`src/rtl/can_conf_pkg.sv`:
```
package can_conf_pkg;

    typedef enum logic [1:0] {
        CS_ACTIVE  = 2'd0,
        CS_WARN    = 2'd1,
        CS_PASSIVE = 2'd2,
        CS_BUSOFF  = 2'd3
    } conf_state_e;

    localparam int REG_W        = 32;
    localparam int FIELD_W      = 8;
    localparam int RX_FIELD_LSB = 0;
    localparam int TX_FIELD_LSB = 16;
    localparam int FLAG_LSB     = 16;
    localparam int NUM_FLAGS    = 4;
    localparam int FERR_LSB     = 24;
    localparam int NUM_FERR     = 5;

    localparam logic [REG_W-1:0] FLAG_MASK = REG_W'(((1 << NUM_FLAGS) - 1) << FLAG_LSB);
    localparam logic [REG_W-1:0] FERR_MASK = REG_W'(((1 << NUM_FERR) - 1) << FERR_LSB);
    localparam logic [REG_W-1:0] IE_IMPL   = FLAG_MASK | FERR_MASK;

endpackage

```
`src/rtl/can_err_counter.sv`:
```
module can_err_counter #(
    parameter int W    = 9,
    parameter int STEP = 1,
    parameter int MAX  = 255
) (
    input  logic         clk,
    input  logic         rst_n,
    input  logic         inc,
    input  logic         dec,
    input  logic         clr,
    input  logic         hold,
    output logic [W-1:0] cnt
);
    localparam int SW = W + 2;

    typedef struct packed {
        logic [W-1:0] cnt;
    } cnt_st_t;

    cnt_st_t st_d, st_q;
    logic [SW-1:0] sum;

    always_comb begin
        st_d = st_q;
        sum  = SW'(st_q.cnt) + (inc ? SW'(STEP) : SW'(0));
        if (dec && sum != '0) begin
            sum = sum - SW'(1);
        end
        if (sum > SW'(MAX)) begin
            sum = SW'(MAX);
        end
        if (clr) begin
            st_d.cnt = '0;
        end else if (!hold) begin
            st_d.cnt = sum[W-1:0];
        end
    end

    always_ff @(posedge clk or negedge rst_n) begin
        if (!rst_n) begin
            st_q <= '0;
        end else begin
            st_q <= st_d;
        end
    end

    assign cnt = st_q.cnt;

    // R2 ceiling: saturated counter does not wrap on a lone increment
    a_r2_sat_ceiling: assert property (@(posedge clk) disable iff (!rst_n)
        (cnt == W'(MAX) && inc && !dec && !clr) |=> (cnt == W'(MAX)));

    // R3 floor: counter at zero stays at zero on a lone decrement
    a_r3_floor: assert property (@(posedge clk) disable iff (!rst_n)
        (cnt == '0 && dec && !inc && !clr && !hold) |=> (cnt == '0));

endmodule

```
`src/rtl/can_conf_resolver.sv`:
```
module can_conf_resolver
    import can_conf_pkg::*;
#(
    parameter int W        = 9,
    parameter int WARN_LIM = 96,
    parameter int PASS_LIM = 128,
    parameter int BOFF_LIM = 256
) (
    input  logic [W-1:0]         tx_cnt,
    input  logic [W-1:0]         rx_cnt,
    output conf_state_e          state,
    output logic [NUM_FLAGS-1:0] flags
);
    logic boff_hit, pass_hit, warn_hit;

    always_comb begin
        boff_hit = (tx_cnt >= W'(BOFF_LIM));
        pass_hit = (tx_cnt >= W'(PASS_LIM)) || (rx_cnt >= W'(PASS_LIM));
        warn_hit = (tx_cnt >= W'(WARN_LIM)) || (rx_cnt >= W'(WARN_LIM));
        if (boff_hit) begin
            state = CS_BUSOFF;
        end else if (pass_hit) begin
            state = CS_PASSIVE;
        end else if (warn_hit) begin
            state = CS_WARN;
        end else begin
            state = CS_ACTIVE;
        end
        flags = NUM_FLAGS'(1) << state;
    end

endmodule

```
`src/rtl/can_flag_regs.sv`:
```
module can_flag_regs
    import can_conf_pkg::*;
(
    input  logic                clk,
    input  logic                rst_n,
    input  logic [NUM_FERR-1:0] ferr_in,
    input  logic                rd_clr,
    input  logic [REG_W-1:0]    ie_set,
    input  logic [REG_W-1:0]    ie_clr,
    output logic [NUM_FERR-1:0] ferr,
    output logic [REG_W-1:0]    ie
);
    typedef struct packed {
        logic [NUM_FERR-1:0] ferr;
        logic [REG_W-1:0]    ie;
    } flag_st_t;

    flag_st_t st_d, st_q;

    always_comb begin
        st_d      = st_q;
        st_d.ferr = (rd_clr ? '0 : st_q.ferr) | ferr_in;
        st_d.ie   = ((st_q.ie & ~ie_clr) | ie_set) & IE_IMPL;
    end

    always_ff @(posedge clk or negedge rst_n) begin
        if (!rst_n) begin
            st_q <= '0;
        end else begin
            st_q <= st_d;
        end
    end

    assign ferr = st_q.ferr;
    assign ie   = st_q.ie;

    // R9 pulses are latched even alongside a read
    a_r9_sticky: assert property (@(posedge clk) disable iff (!rst_n)
        (ferr_in != '0) |=> ((ferr & $past(ferr_in)) == $past(ferr_in)));

    // R9 read with no new error empties the flags
    a_r9_rd_clear: assert property (@(posedge clk) disable iff (!rst_n)
        (rd_clr && ferr_in == '0) |=> (ferr == '0));

    // R10 set wins over clear
    a_r10_set_wins: assert property (@(posedge clk) disable iff (!rst_n)
        ((ie_set & IE_IMPL) != '0) |=> ((ie & $past(ie_set & IE_IMPL)) == $past(ie_set & IE_IMPL)));

    // R10 unimplemented enable bits stay zero
    a_r10_impl_only: assert property (@(posedge clk) disable iff (!rst_n)
        (ie & ~IE_IMPL) == '0);

endmodule

```
`src/rtl/can_conf_monitor.sv`:
```
module can_conf_monitor
    import can_conf_pkg::*;
#(
    parameter int CNT_W    = 9,
    parameter int TX_STEP  = 8,
    parameter int RX_STEP  = 1,
    parameter int RX_MAX   = 255,
    parameter int WARN_LIM = 96,
    parameter int PASS_LIM = 128,
    parameter int BOFF_LIM = 256
) (
    input  logic        clk,
    input  logic        rst_n,
    input  logic        tx_err_inc,
    input  logic        tx_ok_dec,
    input  logic        rx_err_inc,
    input  logic        rx_ok_dec,
    input  logic        recover,
    input  logic [4:0]  frame_err,
    input  logic        stat_rd,
    input  logic [31:0] ie_set,
    input  logic [31:0] ie_clr,
    output logic [31:0] cnt_word,
    output logic [31:0] status,
    output logic [31:0] ie_mask,
    output logic        state_chg,
    output logic        irq
);
    localparam int FIELD_MAX = (1 << FIELD_W) - 1;

    typedef struct packed {
        conf_state_e prev;
    } mon_st_t;

    mon_st_t st_d, st_q;

    logic [CNT_W-1:0]     tx_cnt, rx_cnt;
    conf_state_e          state_now;
    logic [NUM_FLAGS-1:0] flags;
    logic [NUM_FERR-1:0]  ferr;
    logic                 in_boff;
    logic [FIELD_W-1:0]   tx_field, rx_field;

    assign in_boff = (state_now == CS_BUSOFF);

    can_err_counter #(.W(CNT_W), .STEP(TX_STEP), .MAX(BOFF_LIM)) u_tx_cnt (
        .clk  (clk),
        .rst_n(rst_n),
        .inc  (tx_err_inc),
        .dec  (tx_ok_dec),
        .clr  (recover),
        .hold (in_boff),
        .cnt  (tx_cnt)
    );

    can_err_counter #(.W(CNT_W), .STEP(RX_STEP), .MAX(RX_MAX)) u_rx_cnt (
        .clk  (clk),
        .rst_n(rst_n),
        .inc  (rx_err_inc),
        .dec  (rx_ok_dec),
        .clr  (recover),
        .hold (in_boff),
        .cnt  (rx_cnt)
    );

    can_conf_resolver #(
        .W(CNT_W), .WARN_LIM(WARN_LIM), .PASS_LIM(PASS_LIM), .BOFF_LIM(BOFF_LIM)
    ) u_resolve (
        .tx_cnt(tx_cnt),
        .rx_cnt(rx_cnt),
        .state (state_now),
        .flags (flags)
    );

    can_flag_regs u_flags (
        .clk    (clk),
        .rst_n  (rst_n),
        .ferr_in(frame_err),
        .rd_clr (stat_rd),
        .ie_set (ie_set),
        .ie_clr (ie_clr),
        .ferr   (ferr),
        .ie     (ie_mask)
    );

    always_comb begin
        st_d      = st_q;
        st_d.prev = state_now;
    end

    always_ff @(posedge clk or negedge rst_n) begin
        if (!rst_n) begin
            st_q <= '{prev: CS_ACTIVE};
        end else begin
            st_q <= st_d;
        end
    end

    always_comb begin
        tx_field = (tx_cnt > CNT_W'(FIELD_MAX)) ? FIELD_W'(FIELD_MAX) : tx_cnt[FIELD_W-1:0];
        rx_field = (rx_cnt > CNT_W'(FIELD_MAX)) ? FIELD_W'(FIELD_MAX) : rx_cnt[FIELD_W-1:0];
        cnt_word = '0;
        cnt_word[RX_FIELD_LSB +: FIELD_W] = rx_field;
        cnt_word[TX_FIELD_LSB +: FIELD_W] = tx_field;
        status = '0;
        status[FLAG_LSB +: NUM_FLAGS] = flags;
        status[FERR_LSB +: NUM_FERR]  = ferr;
        state_chg = (state_now != st_q.prev);
        irq = ((ferr & ie_mask[FERR_LSB +: NUM_FERR]) != '0)
            || (state_chg && ((flags & ie_mask[FLAG_LSB +: NUM_FLAGS]) != '0));
    end

    // R6 counters frozen during bus-off
    a_r6_boff_hold: assert property (@(posedge clk) disable iff (!rst_n)
        (in_boff && !recover) |=> ($stable(tx_cnt) && $stable(rx_cnt)));

    // R7 recovery clears both counters
    a_r7_recover: assert property (@(posedge clk) disable iff (!rst_n)
        recover |=> (cnt_word == '0 && status[FLAG_LSB]));

    // R5 exactly one state flag
    a_r5_one_flag: assert property (@(posedge clk) disable iff (!rst_n)
        $countones(status[FLAG_LSB +: NUM_FLAGS]) == 1);

    // R8 pulse only when the flag group moved
    a_r8_chg_moved: assert property (@(posedge clk) disable iff (!rst_n)
        state_chg |-> (status[FLAG_LSB +: NUM_FLAGS] != $past(status[FLAG_LSB +: NUM_FLAGS])));

    // R4 bus-off threshold reached shows bus-off flag
    a_r4_boff_flag: assert property (@(posedge clk) disable iff (!rst_n)
        (tx_cnt >= CNT_W'(BOFF_LIM)) |-> status[FLAG_LSB + 3]);

endmodule

```
`config.mk`:
```
export PLATFORM = sky130hd
export DESIGN_NAME = can_conf_monitor
export DESIGN_NICKNAME = d
export VERILOG_FILES = /design/src/rtl/can_conf_pkg.sv /design/src/rtl/can_err_counter.sv /design/src/rtl/can_conf_resolver.sv /design/src/rtl/can_flag_regs.sv /design/src/rtl/can_conf_monitor.sv
export SDC_FILE = /design/constraint.sdc
export NUM_CORES = 1
export LEC_CHECK = 0
export ABC_AREA = 1
export BUFFER_PORTS_ARGS = -buffer_cell sky130_fd_sc_hd__buf_2
export CORE_UTILIZATION = 25
export CTS_CLUSTER_SIZE = 20
export DETAILED_ROUTE_END_ITERATION = 7
export GPL_ROUTABILITY_DRIVEN = 1
export HOLD_SLACK_MARGIN = 0.08
export PLACE_DENSITY = 0.46
export SYNTH_ARGS = -nofsm -noshare
export SYNTH_HDL_FRONTEND = slang
export SYNTH_SLANG_ARGS = --single-unit
```
`constraint.sdc`:
```
create_clock -name clk -period 2.9 [get_ports clk]
set_clock_uncertainty 0.2 [all_clocks]
set_input_delay 0.435 -clock clk [delete_from_list [all_inputs] [get_ports clk]]
set_output_delay 0.435 -clock clk [all_outputs]
set_load 0.01 [all_outputs]
```
==> results of run 1 <==
-- sequential cells by signal, summed over array words and instances, names as in the netlist --
| register | count |
|---|---|
| u_tx_cnt.cnt | 9 |
| u_flags.ie | 9 |
| u_flags.ferr | 5 |
| u_rx_cnt.cnt | 9 |
| st_q | 2 |
-- through the flow --
stage	setup WS, ns	area (um2)	std cells	TNS [ns]
after floorplan	0.4296	3338	499	0
after global placement	0.1038	3432	672	0
after detailed placement	0.07880	3432	672	0
after CTS	0.1138	3612	681	0
after global routing	-0.02654	3674	685	-0.09278
final	0.2368	3674	685	0
-- per-layer routing --
metal	up-vias	track usage [%]	share of wire [%]
li1	1392	-	-
met1	1200	14.15	48
met2	88	16.99	46
met3	5	2.285	5.0
met4	0	2.544	0.76
met5	-	0	0
-- worst register-to-register path, stage by stage, from the launching register on --
cell                      delay, ns
sky130_fd_sc_hd__dfrtp_1       0.42
sky130_fd_sc_hd__ha_1          0.22
sky130_fd_sc_hd__ha_1          0.29
sky130_fd_sc_hd__inv_1         0.06
sky130_fd_sc_hd__nand2_1       0.04
sky130_fd_sc_hd__nor2_1        0.12
sky130_fd_sc_hd__nand2_1       0.12
sky130_fd_sc_hd__nor2_4        0.15
sky130_fd_sc_hd__buf_4         0.13
sky130_fd_sc_hd__nand3_2       0.11
sky130_fd_sc_hd__nand3_1       0.11
sky130_fd_sc_hd__nand2_1       0.08
sky130_fd_sc_hd__inv_2         0.06
sky130_fd_sc_hd__nand2_1       0.04
sky130_fd_sc_hd__nor2_1        0.09
sky130_fd_sc_hd__nand2_1       0.09
sky130_fd_sc_hd__nand2_4       0.10
sky130_fd_sc_hd__nand3_1       0.08
sky130_fd_sc_hd__nand2_1       0.07
-- timing repair --
action | 4_1_cts | 5_1_grt
endpoints found under the hold margin | 34 | 0
buffers inserted | 0 | 3
setup endpoints to repair | 0 | 14
hold buffers | 1 | 0
resized for setup | 0 | 5
-- worst min path at each step --
stage | slack, ns | endpoint
global placement | 0.29 | u_rx_cnt.cnt[7]$_DFFE_PN0P_
global route | 0.14 | u_flags.ie[26]$_DFF_PN0_
floorplan | -0.06 | st_q[0]$_DFF_PN0_
detailed placement | 0.32 | u_rx_cnt.cnt[7]$_DFFE_PN0P_
CTS | 0.13 | u_flags.ie[28]$_DFF_PN0_
finish | 0.14 | u_flags.ie[28]$_DFF_PN0_
-- report_power, final --
| part | internal, uW | switching, uW |
|---|---|---|
| logic | 769 | 1190 |
| clock network | 404 | 193 |
| registers | 585 | 143 |
-- cell families (layout without fill, tap and decap cells) --
| logic type | Yosys count | in the layout |
|---|---|---|
| AO/OA/AOI/OAI | 26 | 26 |
| multiplexers | 1 | 1 |
| AND/OR/NAND/NOR | 229 | 230 |
| other | 1 | 62 |
| XOR/XNOR | 17 | 17 |
| flip-flops | 34 | 34 |
| adder cells (fa/ha/maj) | 8 | 8 |
| buffers and inverters | 122 | 139 |
-- cell usage in the layout (no fill, tap or decap), types with 2 or more instances in the layout --
cell type	Yosys	routed
sky130_fd_sc_hd__buf_2	0	66
sky130_fd_sc_hd__buf_4	63	8
sky130_fd_sc_hd__clkbuf_16	0	5
sky130_fd_sc_hd__clkinvlp_4	0	2
sky130_fd_sc_hd__conb_1	1	62
sky130_fd_sc_hd__dfrtp_1	34	34
sky130_fd_sc_hd__ha_1	8	8
sky130_fd_sc_hd__inv_1	50	50
sky130_fd_sc_hd__inv_2	4	4
sky130_fd_sc_hd__nand2_1	124	124
sky130_fd_sc_hd__nand2_2	6	5
sky130_fd_sc_hd__nand2_4	4	4
sky130_fd_sc_hd__nand3_1	29	29
sky130_fd_sc_hd__nand3_2	12	13
sky130_fd_sc_hd__nand3b_1	2	2
sky130_fd_sc_hd__nand4_1	3	3
sky130_fd_sc_hd__nor2_1	32	31
sky130_fd_sc_hd__nor2_2	3	3
sky130_fd_sc_hd__nor2_4	2	3
sky130_fd_sc_hd__nor3_2	3	3
sky130_fd_sc_hd__o21ai_0	2	2
sky130_fd_sc_hd__o21ai_1	3	3
sky130_fd_sc_hd__o21bai_1	16	16
sky130_fd_sc_hd__or2_2	8	8
sky130_fd_sc_hd__xnor2_1	4	4
sky130_fd_sc_hd__xor2_1	12	12
-- cell type report --
cell class,count,area (um2)
Fill cell,1307,8388
Multi-Input combinational cell,344,1829
Sequential cell,34,850.8
Timing Repair Buffer,75,400.4
Inverter,56,212.7
Tap cell,168,210.2
Clock buffer,5,125.1
Clock inverter,3,45.04
==> results_tabular.tex, run 1 <==
\begin{tabular}{lr}
\hline
Metric & Value \\
\hline
\multicolumn{2}{l}{\textbf{Outcome}} \\
\quad Outcome & completed \\
\multicolumn{2}{l}{\textbf{Logic synthesis}} \\
\quad Post-synth design cell area & 3109 um2 \\
\quad Synth Area in Compound Gates & 5.956\% \\
\quad EDFF count, synth & 0 \\
\quad Share of the synthesized area in the top cell type & 27.36\% \\
\quad Most used standard cell by instance count after synthesis & sky130\_fd\_sc\_hd\_\_nand2\_1 \\
\quad Post-synthesis xor/xnor area fraction & 5.030\% \\
\quad Count of yosys warnings during synthesis & 0 \\
\quad Top\_reg\_cell synth & sky130\_fd\_sc\_hd\_\_dfrtp\_1 \\
\quad Top post-synthesis cells by count & sky130\_fd\_sc\_hd\_\_nand2\_1, sky130\_fd\_sc\_hd\_\_buf\_4, sky130\_fd\_sc\_hd\_\_inv\_1, sky130\_fd\_sc\_hd\_\_dfrtp\_1, sky130\_fd\_sc\_hd\_\_nor2\_1 \\
\quad Synth top area cells & sky130\_fd\_sc\_hd\_\_dfrtp\_1, sky130\_fd\_sc\_hd\_\_buf\_4, sky130\_fd\_sc\_hd\_\_nand2\_1 \\
\quad Cells after synthesis & 438 \\
\quad Post-synthesis sequential area ratio & 27.36\% \\
\quad Post-Synth Simple-Gate Area & 35.57\% \\
\quad Adder-cell share of the synthesized area & 3.219\% \\
\quad Post-synthesis average cell area & 7.099 um2 \\
\quad Portion of netlist area occupied by mux cells & less than 1\% \\
\quad Synth area leader & sky130\_fd\_sc\_hd\_\_dfrtp\_1 \\
\quad Main combinational cell family by area after synthesis & simple AND/OR/NAND/NOR gates \\
\quad Async S/R FF share, synth & 100.0\% \\
\quad Cell variety after synth & 35 \\
\quad Synthesized flop and latch total & 34 \\
\multicolumn{2}{l}{\textbf{Route}} \\
\quad Remaining number of nets flagged by the antenna check after routing & 0 \\
\quad Detail-routed net length per standard cell & between 10 and 15 um \\
\quad Wirelength, routed & around 7000 um \\
\quad Vias post-DR & 2685 \\
\quad Via/cell ratio & about 3.9 \\
\quad DRC errors left & 0 \\
\quad Starting DRC count in detailed routing & 92 \\
\quad First-pass detailed-route iteration total & 5 \\
\multicolumn{2}{l}{\textbf{Global route}} \\
\quad Maximum number of pins on one net before global-route repair & 35 \\
\quad Global-route wire length before repair & 10920 um \\
\quad Via count of the first global-routing pass & 2364 \\
\quad Grt ovf & 0 \\
\quad GRT Util Overall & between 10\% and 20\% \\
\quad Number of antenna violations at the first check in global routing & 0 \\
\multicolumn{2}{l}{\textbf{Critical path}} \\
\quad Critical Path Max Stage Delay & 0.42 ns \\
\quad Kind of critical path & flop to flop \\
\quad FF-to-FF path depth & 18 \\
\quad Worst setup slack for register-to-register paths & roughly 0.24 ns \\
\quad Number of cells on the critical path & 18 \\
\quad Worst path cell trace & ha\_1 -> ha\_1 -> inv\_1 -> nand2\_1 -> nor2\_1 -> nand2\_1 -> nor2\_4 -> buf\_4 -> nand3\_2 -> nand3\_1 -> nand2\_1 -> inv\_2 -> nand2\_1 -> nor2\_1 -> nand2\_1 -> nand2\_4 -> nand3\_1 -> nand2\_1 \\
\quad Launching instance or port of the critical path & u\_tx\_cnt.cnt[3]\$\_DFFE\_PN0P\_ \\
\quad Worst path top cell family by delay & simple AND/OR/NAND/NOR gates \\
\quad Crit Reg-Reg Endpoint & u\_tx\_cnt.cnt[5]\$\_DFFE\_PN0P\_ \\
\quad CP Buf/Inv Count & 3 \\
\quad Start of the worst register-to-register path & u\_tx\_cnt.cnt[3]\$\_DFFE\_PN0P\_ \\
\quad CP Launch Type & flop \\
\quad Data arrival at the endpoint of the critical path & 2.68 ns \\
\quad Nature of the critical path endpoint & flop \\
\quad Largest fanout on the critical path & 7 \\
\quad Data required time at the worst endpoint & 2.91 ns \\
\quad Slowest stage cell on the critical path & sky130\_fd\_sc\_hd\_\_dfrtp\_1 \\
\quad End point of the critical path & u\_tx\_cnt.cnt[5]\$\_DFFE\_PN0P\_ \\
\quad Crit path top cell by count & sky130\_fd\_sc\_hd\_\_nand2\_1 \\
\multicolumn{2}{l}{\textbf{Timing}} \\
\quad Post-route clock period utilization & 91.83\% \\
\quad Final Setup Violations & 0 \\
\quad F\_max & 375.5 MHz \\
\quad Tmin final & between 2 and 3 ns \\
\quad Number of pins with negative max-slew slack in the final report & 0 \\
\quad Final worst hold slack & 0.1368 ns \\
\quad Worst max-slew margin expressed relative to the limit & 49.20\% \\
\quad Tightest Pin Transition & 0.7620 ns \\
\quad Count of endpoints failing hold in the final timing report & 0 \\
\multicolumn{2}{l}{\textbf{Min path}} \\
\quad HP Class & input port to flop \\
\quad Count of cells along the worst hold path & 2 \\
\quad Hold Crit Start & ie\_clr[28] \\
\multicolumn{2}{l}{\textbf{Clocking}} \\
\quad Clock tree root driver cell & sky130\_fd\_sc\_hd\_\_clkbuf\_16 \\
\quad Clock slew seen by the registers of the worst setup and hold paths & 0.05 ns \\
\quad Clock latency on the worst-skew pair & 0.27 ns \\
\quad Clock buffer count from CTS & 5 \\
\quad Clock tree from TritonCTS & built \\
\quad Buffer levels on the longest clock path & 2 \\
\quad Number of sinks handled by clock tree synthesis & 34 \\
\quad H-tree level count & 2 \\
\multicolumn{2}{l}{\textbf{Power}} \\
\quad Worst vdd ir & between 0.4 and 0.5 mV \\
\quad Leakage dissipation & 0.002118 uW \\
\quad Pwr/cell area & 894.1 nW/um2 \\
\quad Post-layout total power & roughly 3300 uW \\
\multicolumn{2}{l}{\textbf{Floorplan}} \\
\quad X dimension of the die & 113.5 um \\
\quad Die ar. & 12890 um2 \\
\quad Num rows & 40 \\
\quad Number of placed I/O pins & 175 \\
\quad Core area & 12060 um2 \\
\quad Die Y-Extent & 113.5 um \\
\quad Initial core utilization & between 20 and 30\% \\
\multicolumn{2}{l}{\textbf{Layout}} \\
\quad Post-layout utilization of the core & 30.46\% \\
\quad Share of final-layout standard cells stronger than drive strength 1 & roughly a quarter \\
\quad Layout area overhead & 18.15\% \\
\quad Fin nets & 601 \\
\quad Number of inserted diodes & 0 \\
\multicolumn{2}{l}{\textbf{Placed design}} \\
\quad HPWL after DPL & 5650 um \\
\quad Final weighted congestion in routability-driven placement & 0.7957 \\
\quad Input/output buffers & between 60 and 70 \\
\multicolumn{2}{l}{\textbf{Job}} \\
\quad Max-cap viol count & 0 \\
\hline
\end{tabular}
(Power assumes the default switching activity.)
==> run 2, diff against run 1 <==
- CORE_ASPECT_RATIO: unset -> 1.4
==> results_tabular.tex, run 2 (same netlist as run 1, synthesis figures left out) <==
\begin{tabular}{lr}
\hline
Metric & Value \\
\hline
\multicolumn{2}{l}{\textbf{Route}} \\
\quad M1 WL & 2786 um (-16\%) \\
\quad Starting DRC count in detailed routing & 47 (-49\%) \\
\quad DRC errors left & 0 (unchanged) \\
\quad Highest metal layer with signal wires & met4 \\
\quad First-pass detailed-route iteration total & 4 (-1) \\
\quad Via/cell ratio & 4.039 (+3.0\%) \\
\quad Met2 Routed Length & 3851 um (+22\%) \\
\quad Vias post-DR & 2678 (-0.26\%) \\
\quad Wirelength, routed & 7155 um (+4.3\%) \\
\quad Detail-routed net length per standard cell & 10.79 um (+7.8\%) \\
\quad Remaining number of nets flagged by the antenna check after routing & 0 (unchanged) \\
\quad Met3 routed wirelength & 341 um (+0.29\%) \\
\multicolumn{2}{l}{\textbf{Power}} \\
\quad Worst vdd ir & 0.4117 mV (-5.3\%) \\
\quad Leakage dissipation & 0.002108 uW (-0.45\%) \\
\quad Power dissipated by switching net loads & 1514 uW (-0.78\%) \\
\quad Pint & 1671 uW (-4.9\%) \\
\quad Logic pwr share & 60.7\% (+1.0 points) \\
\quad Share of total power consumed by net switching & 47.54\% (+1.1 points) \\
\quad Pwr/cell area & 881.9 nW/um2 (-1.4\%) \\
\quad Share of total power in the clock network & 16.5\% (-1.7 points) \\
\quad Reg power frac & 22.8\% (+0.7 points) \\
\multicolumn{2}{l}{\textbf{Outcome}} \\
\quad Outcome & completed \\
\multicolumn{2}{l}{\textbf{Clocking}} \\
\quad Buffer levels on the longest clock path & 2 (unchanged) \\
\quad Clock tree root driver cell & sky130\_fd\_sc\_hd\_\_clkbuf\_16 \\
\quad Clock buffer count from CTS & 5 (unchanged) \\
\quad Clock slew seen by the registers of the worst setup and hold paths & 0.05 ns (about the same) \\
\quad H-tree level count & 2 (unchanged) \\
\quad Clock latency on the worst-skew pair & 0.27 ns (about the same) \\
\quad Clock tree from TritonCTS & built \\
\quad Number of sinks handled by clock tree synthesis & 34 (unchanged) \\
\multicolumn{2}{l}{\textbf{Timing}} \\
\quad Aggregate negative setup slack & 0 ns (unchanged) \\
\quad F\_max & 371.1 MHz (-1.2\%) \\
\quad Tmin final & 2.694 ns (+0.03118 ns) \\
\quad Count of endpoints failing hold in the final timing report & 0 (unchanged) \\
\quad Final worst hold slack & 0.1364 ns (-0.0003970 ns) \\
\quad Worst max-slew margin expressed relative to the limit & 48.41\% (-0.79 points) \\
\quad Number of pins with negative max-slew slack in the final report & 0 (unchanged) \\
\quad Final Setup Violations & 0 (unchanged) \\
\quad RSZ-0062 raised after global routing & false \\
\quad Post-route clock period utilization & 92.91\% (+1.1 points) \\
\quad Tightest Pin Transition & 0.7738 ns (+0.01178 ns) \\
\multicolumn{2}{l}{\textbf{Placed design}} \\
\quad HPWL after DPL & 5890 um (+4.3\%) \\
\quad Post-placement cell count & 652 (-3.0\%) \\
\quad Final weighted congestion in routability-driven placement & 0.7778 (-2.2\%) \\
\quad Placed standard-cell area & 3413 um2 (-0.55\%) \\
\quad Input/output buffers & 66 (unchanged) \\
\multicolumn{2}{l}{\textbf{Critical path}} \\
\quad Nature of the critical path endpoint & output pin \\
\quad Kind of critical path & flop to output pin \\
\quad Worst setup slack for register-to-register paths & 0.29 ns (+0.05 ns) \\
\quad Data arrival at the endpoint of the critical path & 2.06 ns (-0.62 ns) \\
\quad Data required time at the worst endpoint & 2.27 ns (-0.64 ns) \\
\quad Largest fanout on the critical path & 8 (+1) \\
\quad CP Launch Type & flop \\
\multicolumn{2}{l}{\textbf{Layout}} \\
\quad Number of fill cells & 1333 (+2.0\%) \\
\quad Layout area overhead & 16.18\% \\
\quad Number of inserted diodes & 0 (unchanged) \\
\quad Share of final-layout standard cells stronger than drive strength 1 & 24.81\% (-0.34 points) \\
\quad Most frequent standard cell in the layout excluding fill and tap cells & sky130\_fd\_sc\_hd\_\_nand2\_1 \\
\quad Top library cells by usage in the layout, fill and taps aside & sky130\_fd\_sc\_hd\_\_nand2\_1, sky130\_fd\_sc\_hd\_\_buf\_2, sky130\_fd\_sc\_hd\_\_conb\_1 \\
\quad Multi-input logic area & 1824 um2 (-0.27\%) \\
\quad Non-filler instance count after layout & 663 (-3.2\%) \\
\quad Fin nets & 600 (-0.17\%) \\
\quad Final design instance area without fill & 3612 um2 (-1.7\%) \\
\quad Area taken by flip-flops and latches & 850.8 um2 (unchanged) \\
\multicolumn{2}{l}{\textbf{Global route}} \\
\quad Via count of the first global-routing pass & 2480 (+4.9\%) \\
\quad Number of antenna violations at the first check in global routing & 0 (unchanged) \\
\quad GRT Util Overall & 11.65\% (+1.2 points) \\
\quad Global-route wire length before repair & 11790 um (+7.9\%) \\
\quad Grt ovf & 0 (unchanged) \\
\quad Maximum number of pins on one net before global-route repair & 35 (unchanged) \\
\multicolumn{2}{l}{\textbf{Floorplan}} \\
\quad Num rows & 47 (+18\%) \\
\quad Core area & 12000 um2 (-0.54\%) \\
\quad Die Y-Extent & 134.0 um (+18\%) \\
\quad Number of placed I/O pins & 175 (unchanged) \\
\quad X dimension of the die & 96.25 um (-15\%) \\
\quad Die ar. & 12890 um2 (about the same) \\
\quad Initial core utilization & 25.92\% (+0.14 points) \\
\multicolumn{2}{l}{\textbf{Min path}} \\
\quad HP Class & input port to flop \\
\multicolumn{2}{l}{\textbf{Job}} \\
\quad Max-cap viol count & 0 (unchanged) \\
\hline
\end{tabular}
run 2: changes by cell type in the layout (fill, tap and decap cells not counted):
cell / previous run / this run
sky130_fd_sc_hd__clkinvlp_4: 2 / 0
sky130_fd_sc_hd__buf_4: 8 / 7
sky130_fd_sc_hd__bufinv_16: 1 / 0
sky130_fd_sc_hd__clkbuf_1: 0 / 1
sky130_fd_sc_hd__clkbuf_8: 0 / 1
sky130_fd_sc_hd__clkinv_2: 0 / 1
sky130_fd_sc_hd__nand2_2: 5 / 6
sky130_fd_sc_hd__nand2_4: 4 / 3
run 2: area by class of cell:
cell class | count | share of cell area, %
clock inverter | 1 | 0.1386
tap | 147 | 5.092
clock buffer | 7 | 3.949
inverter | 56 | 5.888
sequential | 34 | 23.55
timing repair buffer | 74 | 10.88
multi-input combinational | 344 | 50.50
run 2: final timing paths:
kind | start | endpoint | depth (start not counted)
max | u_tx_cnt.cnt[5]$_DFFE_PN0P_ | irq | 9
min | ie_clr[19] | u_flags.ie[19]$_DFF_PN0_ | 2
max reg2reg | u_tx_cnt.cnt[3]$_DFFE_PN0P_ | u_tx_cnt.cnt[7]$_DFFE_PN0P_ | 17
min reg2reg | u_rx_cnt.cnt[7]$_DFFE_PN0P_ | u_rx_cnt.cnt[7]$_DFFE_PN0P_ | 2
max in group asynchronous | rst_n | u_rx_cnt.cnt[8]$_DFFE_PN0P_ | 2
min in group asynchronous | rst_n | u_flags.ie[17]$_DFF_PN0_ | 2
run 2: power groups by stage:
stage,sequential (uW),clock (uW),combinational (uW)
after global routing,746,569,2200
after global placement,737,0,1870
after detailed placement,737,0,1880
final,726,525,1930
after floorplan,690,0,1440
after CTS,729,546,1890
run 2: metrics by stage:
| step | power [uW] | worst slack (ns) | utilization, % |
|---|---|---|---|
| 6_report | 3186 | 0.2056 | 30.11 |
| 2_1_floorplan | 2127 | 0.4296 | - |
| 3_5_place_dp | 2620 | 0.1008 | 28.45 |
| 5_1_grt | 3511 | 0.01724 | 30.11 |
| 3_3_place_gp | 2603 | 0.09220 | 28.45 |
| 4_1_cts | 3167 | 0.1397 | 29.77 |
run 2: worst max-delay path, cell delays in order (launching register included):
cell	delay, ns
sky130_fd_sc_hd__dfrtp_1	0.49
sky130_fd_sc_hd__inv_1	0.13
sky130_fd_sc_hd__o21ai_0	0.40
sky130_fd_sc_hd__nand2_1	0.17
sky130_fd_sc_hd__inv_1	0.10
sky130_fd_sc_hd__nand2_1	0.05
sky130_fd_sc_hd__o2111ai_1	0.09
sky130_fd_sc_hd__nand2_1	0.11
sky130_fd_sc_hd__o211ai_1	0.09
sky130_fd_sc_hd__buf_2	0.16
run 2: what timing repair did:
| item | 4_1_cts | 5_1_grt |
|---|---|---|
| setup buffers | 0 | 1 |
| endpoints found under the hold margin | 26 | 0 |
| gates resized for setup | 0 | 4 |
| hold buffers | 1 | 0 |
| setup endpoints to repair | 0 | 13 |
run 2: metal layers:
| metal | global-route usage [%] | vias up |
|---|---|---|
| li1 | - | 1389 |
| met4 | 3.483 | 0 |
| met1 | 12.65 | 1172 |
| met3 | 2.324 | 15 |
| met5 | 0 | - |
| met2 | 21.99 | 102 |
==> run 3, diff against run 2 <==
- MAX_ROUTING_LAYER: unset -> met4
- PLACE_DENSITY: 0.46 -> 0.45
- SYNTH_HIERARCHICAL: unset -> 1
==> results_tabular.tex, run 3 <==
\begin{tabular}{lr}
\hline
Metric & Value \\
\hline
\multicolumn{2}{l}{\textbf{Outcome}} \\
\quad Outcome & completed \\
\multicolumn{2}{l}{\textbf{Logic synthesis}} \\
\quad Post-synthesis sequential area ratio & 24.96\% (-2.4 points) \\
\quad Portion of netlist area occupied by mux cells & 0\% (-0.32 points) \\
\quad Main combinational cell family by area after synthesis & simple AND/OR/NAND/NOR gates \\
\quad Cell variety after synth & 33 (-5.7\%) \\
\quad Count of yosys warnings during synthesis & 6 (+6) \\
\quad Top post-synthesis cells by count & sky130\_fd\_sc\_hd\_\_nand2\_1, sky130\_fd\_sc\_hd\_\_inv\_1, sky130\_fd\_sc\_hd\_\_buf\_4, sky130\_fd\_sc\_hd\_\_nand3\_1, sky130\_fd\_sc\_hd\_\_dfrtp\_1 \\
\quad Synth area leader & sky130\_fd\_sc\_hd\_\_dfrtp\_1 \\
\quad Share of the synthesized area in the top cell type & 24.96\% (-2.4 points) \\
\quad Post-synthesis xor/xnor area fraction & 2.863\% (-2.2 points) \\
\quad Adder-cell share of the synthesized area & 2.570\% (-0.65 points) \\
\quad Synth Area in Compound Gates & 1.615\% (-4.3 points) \\
\quad Top\_reg\_cell synth & sky130\_fd\_sc\_hd\_\_dfrtp\_1 \\
\quad Async S/R FF share, synth & 100.0\% (unchanged) \\
\quad Synth top area cells & sky130\_fd\_sc\_hd\_\_dfrtp\_1, sky130\_fd\_sc\_hd\_\_nand2\_1, sky130\_fd\_sc\_hd\_\_buf\_4 \\
\quad Synthesized flop and latch total & 34 (unchanged) \\
\quad Post-synthesis average cell area & 6.443 um2 (-9.2\%) \\
\quad Most used standard cell by instance count after synthesis & sky130\_fd\_sc\_hd\_\_nand2\_1 \\
\quad Post-synth design cell area & 3408 um2 (+9.6\%) \\
\quad EDFF count, synth & 0 (unchanged) \\
\quad Post-Synth Simple-Gate Area & 45.04\% (+9.5 points) \\
\quad Cells after synthesis & 529 (+21\%) \\
\multicolumn{2}{l}{\textbf{Layout}} \\
\quad Fin nets & 687 (+14\%) \\
\quad Top library cells by usage in the layout, fill and taps aside & sky130\_fd\_sc\_hd\_\_nand2\_1, sky130\_fd\_sc\_hd\_\_inv\_1, sky130\_fd\_sc\_hd\_\_buf\_2 \\
\quad Number of fill cells & 1516 (+14\%) \\
\quad Number of inserted diodes & 0 (unchanged) \\
\quad Layout area overhead & 15.31\% \\
\quad Area taken by flip-flops and latches & 850.8 um2 (unchanged) \\
\quad Final design instance area without fill & 3930 um2 (+8.8\%) \\
\quad Share of final-layout standard cells stronger than drive strength 1 & 22.72\% (-2.1 points) \\
\quad Multi-input logic area & 2008 um2 (+10\%) \\
\quad Most frequent standard cell in the layout excluding fill and tap cells & sky130\_fd\_sc\_hd\_\_nand2\_1 \\
\multicolumn{2}{l}{\textbf{Power}} \\
\quad Pwr/cell area & 955.3 nW/um2 (+8.3\%) \\
\quad Logic pwr share & 63.3\% (+2.6 points) \\
\quad Share of total power in the clock network & 16.2\% (-0.3 points) \\
\quad Worst vdd ir & 0.4454 mV (+8.2\%) \\
\quad Pint & 1913 uW (+14\%) \\
\quad Leakage dissipation & 0.002367 uW (+12\%) \\
\quad Power dissipated by switching net loads & 1841 uW (+22\%) \\
\quad Share of total power consumed by net switching & 49.03\% (+1.5 points) \\
\quad Reg power frac & 20.5\% (-2.3 points) \\
\multicolumn{2}{l}{\textbf{Global route}} \\
\quad GRT Util Overall & 12.06\% (+0.41 points) \\
\quad Grt ovf & 0 (unchanged) \\
\quad Maximum number of pins on one net before global-route repair & 35 (unchanged) \\
\quad Via count of the first global-routing pass & 2829 (+14\%) \\
\quad Number of antenna violations at the first check in global routing & 0 (unchanged) \\
\quad Global-route wire length before repair & 13230 um (+12\%) \\
\multicolumn{2}{l}{\textbf{Critical path}} \\
\quad Crit path top cell by count & sky130\_fd\_sc\_hd\_\_nand2\_1 \\
\quad Number of cells on the critical path & 15 (+6) \\
\quad Data arrival at the endpoint of the critical path & 2.66 ns (+0.60 ns) \\
\quad Kind of critical path & flop to flop \\
\quad Worst path cell trace & ha\_1 -> ha\_1 -> inv\_1 -> nand2\_1 -> nor2\_1 -> nand2\_1 -> nor2\_2 -> nand3\_4 -> nand2\_4 -> inv\_2 -> nand4\_2 -> xor2\_4 -> nand2\_1 -> nand2\_1 -> nand2\_1 \\
\quad Nature of the critical path endpoint & flop \\
\quad Data required time at the worst endpoint & 2.86 ns (+0.59 ns) \\
\quad Worst setup slack for register-to-register paths & 0.20 ns (-0.09 ns) \\
\quad Worst path top cell family by delay & simple AND/OR/NAND/NOR gates \\
\quad Slowest stage cell on the critical path & sky130\_fd\_sc\_hd\_\_dfrtp\_1 \\
\quad Largest fanout on the critical path & 9 (+1) \\
\quad CP Launch Type & flop \\
\quad CP Buf/Inv Count & 2 (-1) \\
\quad Critical Path Max Stage Delay & 0.39 ns (-0.10 ns) \\
\quad FF-to-FF path depth & 15 (-2) \\
\multicolumn{2}{l}{\textbf{Route}} \\
\quad Detail-routed net length per standard cell & 10.48 um (-2.9\%) \\
\quad DRC errors left & 0 (unchanged) \\
\quad Via/cell ratio & 3.920 (-3.0\%) \\
\quad Vias post-DR & 3077 (+15\%) \\
\quad Starting DRC count in detailed routing & 108 (+130\%) \\
\quad Wirelength, routed & 8228 um (+15\%) \\
\quad Remaining number of nets flagged by the antenna check after routing & 0 (unchanged) \\
\quad First-pass detailed-route iteration total & 4 (unchanged) \\
\multicolumn{2}{l}{\textbf{Timing}} \\
\quad F\_max & 371.0 MHz (about the same) \\
\quad Tmin final & 2.695 ns (+0.001117 ns) \\
\quad Worst max-slew margin expressed relative to the limit & 47.54\% (-0.87 points) \\
\quad Final Setup Violations & 0 (unchanged) \\
\quad Post-route clock period utilization & 92.95\% (about the same) \\
\quad Tightest Pin Transition & 0.7868 ns (+0.01304 ns) \\
\quad RSZ-0062 raised after global routing & false \\
\quad Number of pins with negative max-slew slack in the final report & 0 (unchanged) \\
\quad Crit path setup slack, layout & 0.2045 ns (-0.001117 ns) \\
\quad Count of endpoints failing hold in the final timing report & 0 (unchanged) \\
\quad Aggregate negative setup slack & 0 ns (unchanged) \\
\multicolumn{2}{l}{\textbf{Floorplan}} \\
\quad Number of placed I/O pins & 175 (unchanged) \\
\quad Die Y-Extent & 140.2 um (+4.6\%) \\
\quad Initial core utilization & 25.58\% (-0.34 points) \\
\quad Core area & 13330 um2 (+11\%) \\
\quad X dimension of the die & 100.7 um (+4.6\%) \\
\quad Num rows & 50 (+6.4\%) \\
\quad Die ar. & 14110 um2 (+9.4\%) \\
\multicolumn{2}{l}{\textbf{Placed design}} \\
\quad Input/output buffers & 66 (unchanged) \\
\quad Pre-CTS WS & 0.03300 ns (-0.06781 ns) \\
\quad Placed standard-cell area & 3751 um2 (+9.9\%) \\
\quad HPWL after DPL & 6920 um (+17\%) \\
\quad Final weighted congestion in routability-driven placement & 0.8246 (+6.0\%) \\
\multicolumn{2}{l}{\textbf{Clocking}} \\
\quad Clock buffer count from CTS & 5 (unchanged) \\
\quad Clock tree root driver cell & sky130\_fd\_sc\_hd\_\_clkbuf\_16 \\
\quad Clock latency on the worst-skew pair & 0.27 ns (about the same) \\
\quad Clock slew seen by the registers of the worst setup and hold paths & 0.06 ns (about the same) \\
\quad Number of instances resized during post-cts repair & 0 (unchanged) \\
\quad H-tree level count & 2 (unchanged) \\
\quad Number of sinks handled by clock tree synthesis & 34 (unchanged) \\
\quad Setup repair bufs after CTS & 0 (unchanged) \\
\quad Clock tree from TritonCTS & built \\
\quad Buffer levels on the longest clock path & 2 (unchanged) \\
\multicolumn{2}{l}{\textbf{Min path}} \\
\quad HP Class & input port to flop \\
\quad Count of cells along the worst hold path & 3 (+1) \\
\multicolumn{2}{l}{\textbf{Job}} \\
\quad Max-cap viol count & 0 (unchanged) \\
\hline
\end{tabular}
[run 3: cell count changes after synthesis, sizes merged, moves of 2 or more]
cell	change
nand2	+75
inv	+24
or2	+9
nand3b	-2
a21oi	+4
nand4	+15
o21bai	-15
o21ai	-3
xor2	-8
[run 3: logic make-up after synthesis]
kind of cell	Yosys count
buffers and inverters	144
flip-flops	34
adder cells (fa/ha/maj)	7
AO/OA/AOI/OAI	9
AND/OR/NAND/NOR	324
XOR/XNOR	9
other	2
[run 3: metrics by stage]
step	cells	total power (uW)	util (%)	hold WS (ns)
final	785	3754	29.49	0.1407
after global routing	785	4169	29.49	0.1472
after CTS	785	3822	29.49	0.1289
after detailed placement	777	3180	28.15	0.2932
after global placement	777	3152	28.15	0.2786
after floorplan	589	2580	-	-0.06059
[run 3: final cells by class]
type / instances / area share (%)
multi-input combinational: 411 / 51.10
sequential: 34 / 21.65
timing repair buffer: 72 / 9.615
inverter: 79 / 7.545
tap: 182 / 5.794
clock buffer: 6 / 3.534
clock inverter: 1 / 0.7641
[run 3: power groups by stage]
stage	Combinational (uW)	Clock [uW]	Sequential [uW]
after global placement	2370	0	785
after CTS	2410	636	775
final	2370	610	770
after floorplan	1850	0	729
after global routing	2720	654	797
after detailed placement	2400	0	782
[run 3: routing by layer]
metal	global-route usage, %	wire length (um)	vias up
met2	23.32	4563	65
met5	-	0	-
met1	12.50	3306	1375
met4	3.051	58	0
li1	-	-	1633
met3	1.647	299	4
[run 3: worst min-delay path: stages]
cell                      delay [ns]
sky130_fd_sc_hd__buf_2          0.07
sky130_fd_sc_hd__inv_1          0.03
sky130_fd_sc_hd__nand2_1        0.05
[run 3: repair_timing]
action / 4_1_cts / 5_1_grt
hold buffers: 1 / 0
endpoints found under the hold margin: 7 / 0
endpoints found under the setup margin: 0 / 0
[run 3: path summary, 6_finish.rpt]
kind | startpoint | endpoint
setup / recovery | u_tx_cnt/cnt[3]$_DFFE_PN0P_ | u_tx_cnt/cnt[8]$_DFFE_PN0P_
setup reg to reg | u_tx_cnt/cnt[3]$_DFFE_PN0P_ | u_tx_cnt/cnt[8]$_DFFE_PN0P_
hold reg to reg | u_flags/ie[26]$_DFF_PN0_ | u_flags/ie[26]$_DFF_PN0_
min in group asynchronous | rst_n | u_flags/ie[27]$_DFF_PN0_
hold / removal | ie_set[26] | u_flags/ie[26]$_DFF_PN0_
max in group asynchronous | rst_n | u_tx_cnt/cnt[4]$_DFFE_PN0P_
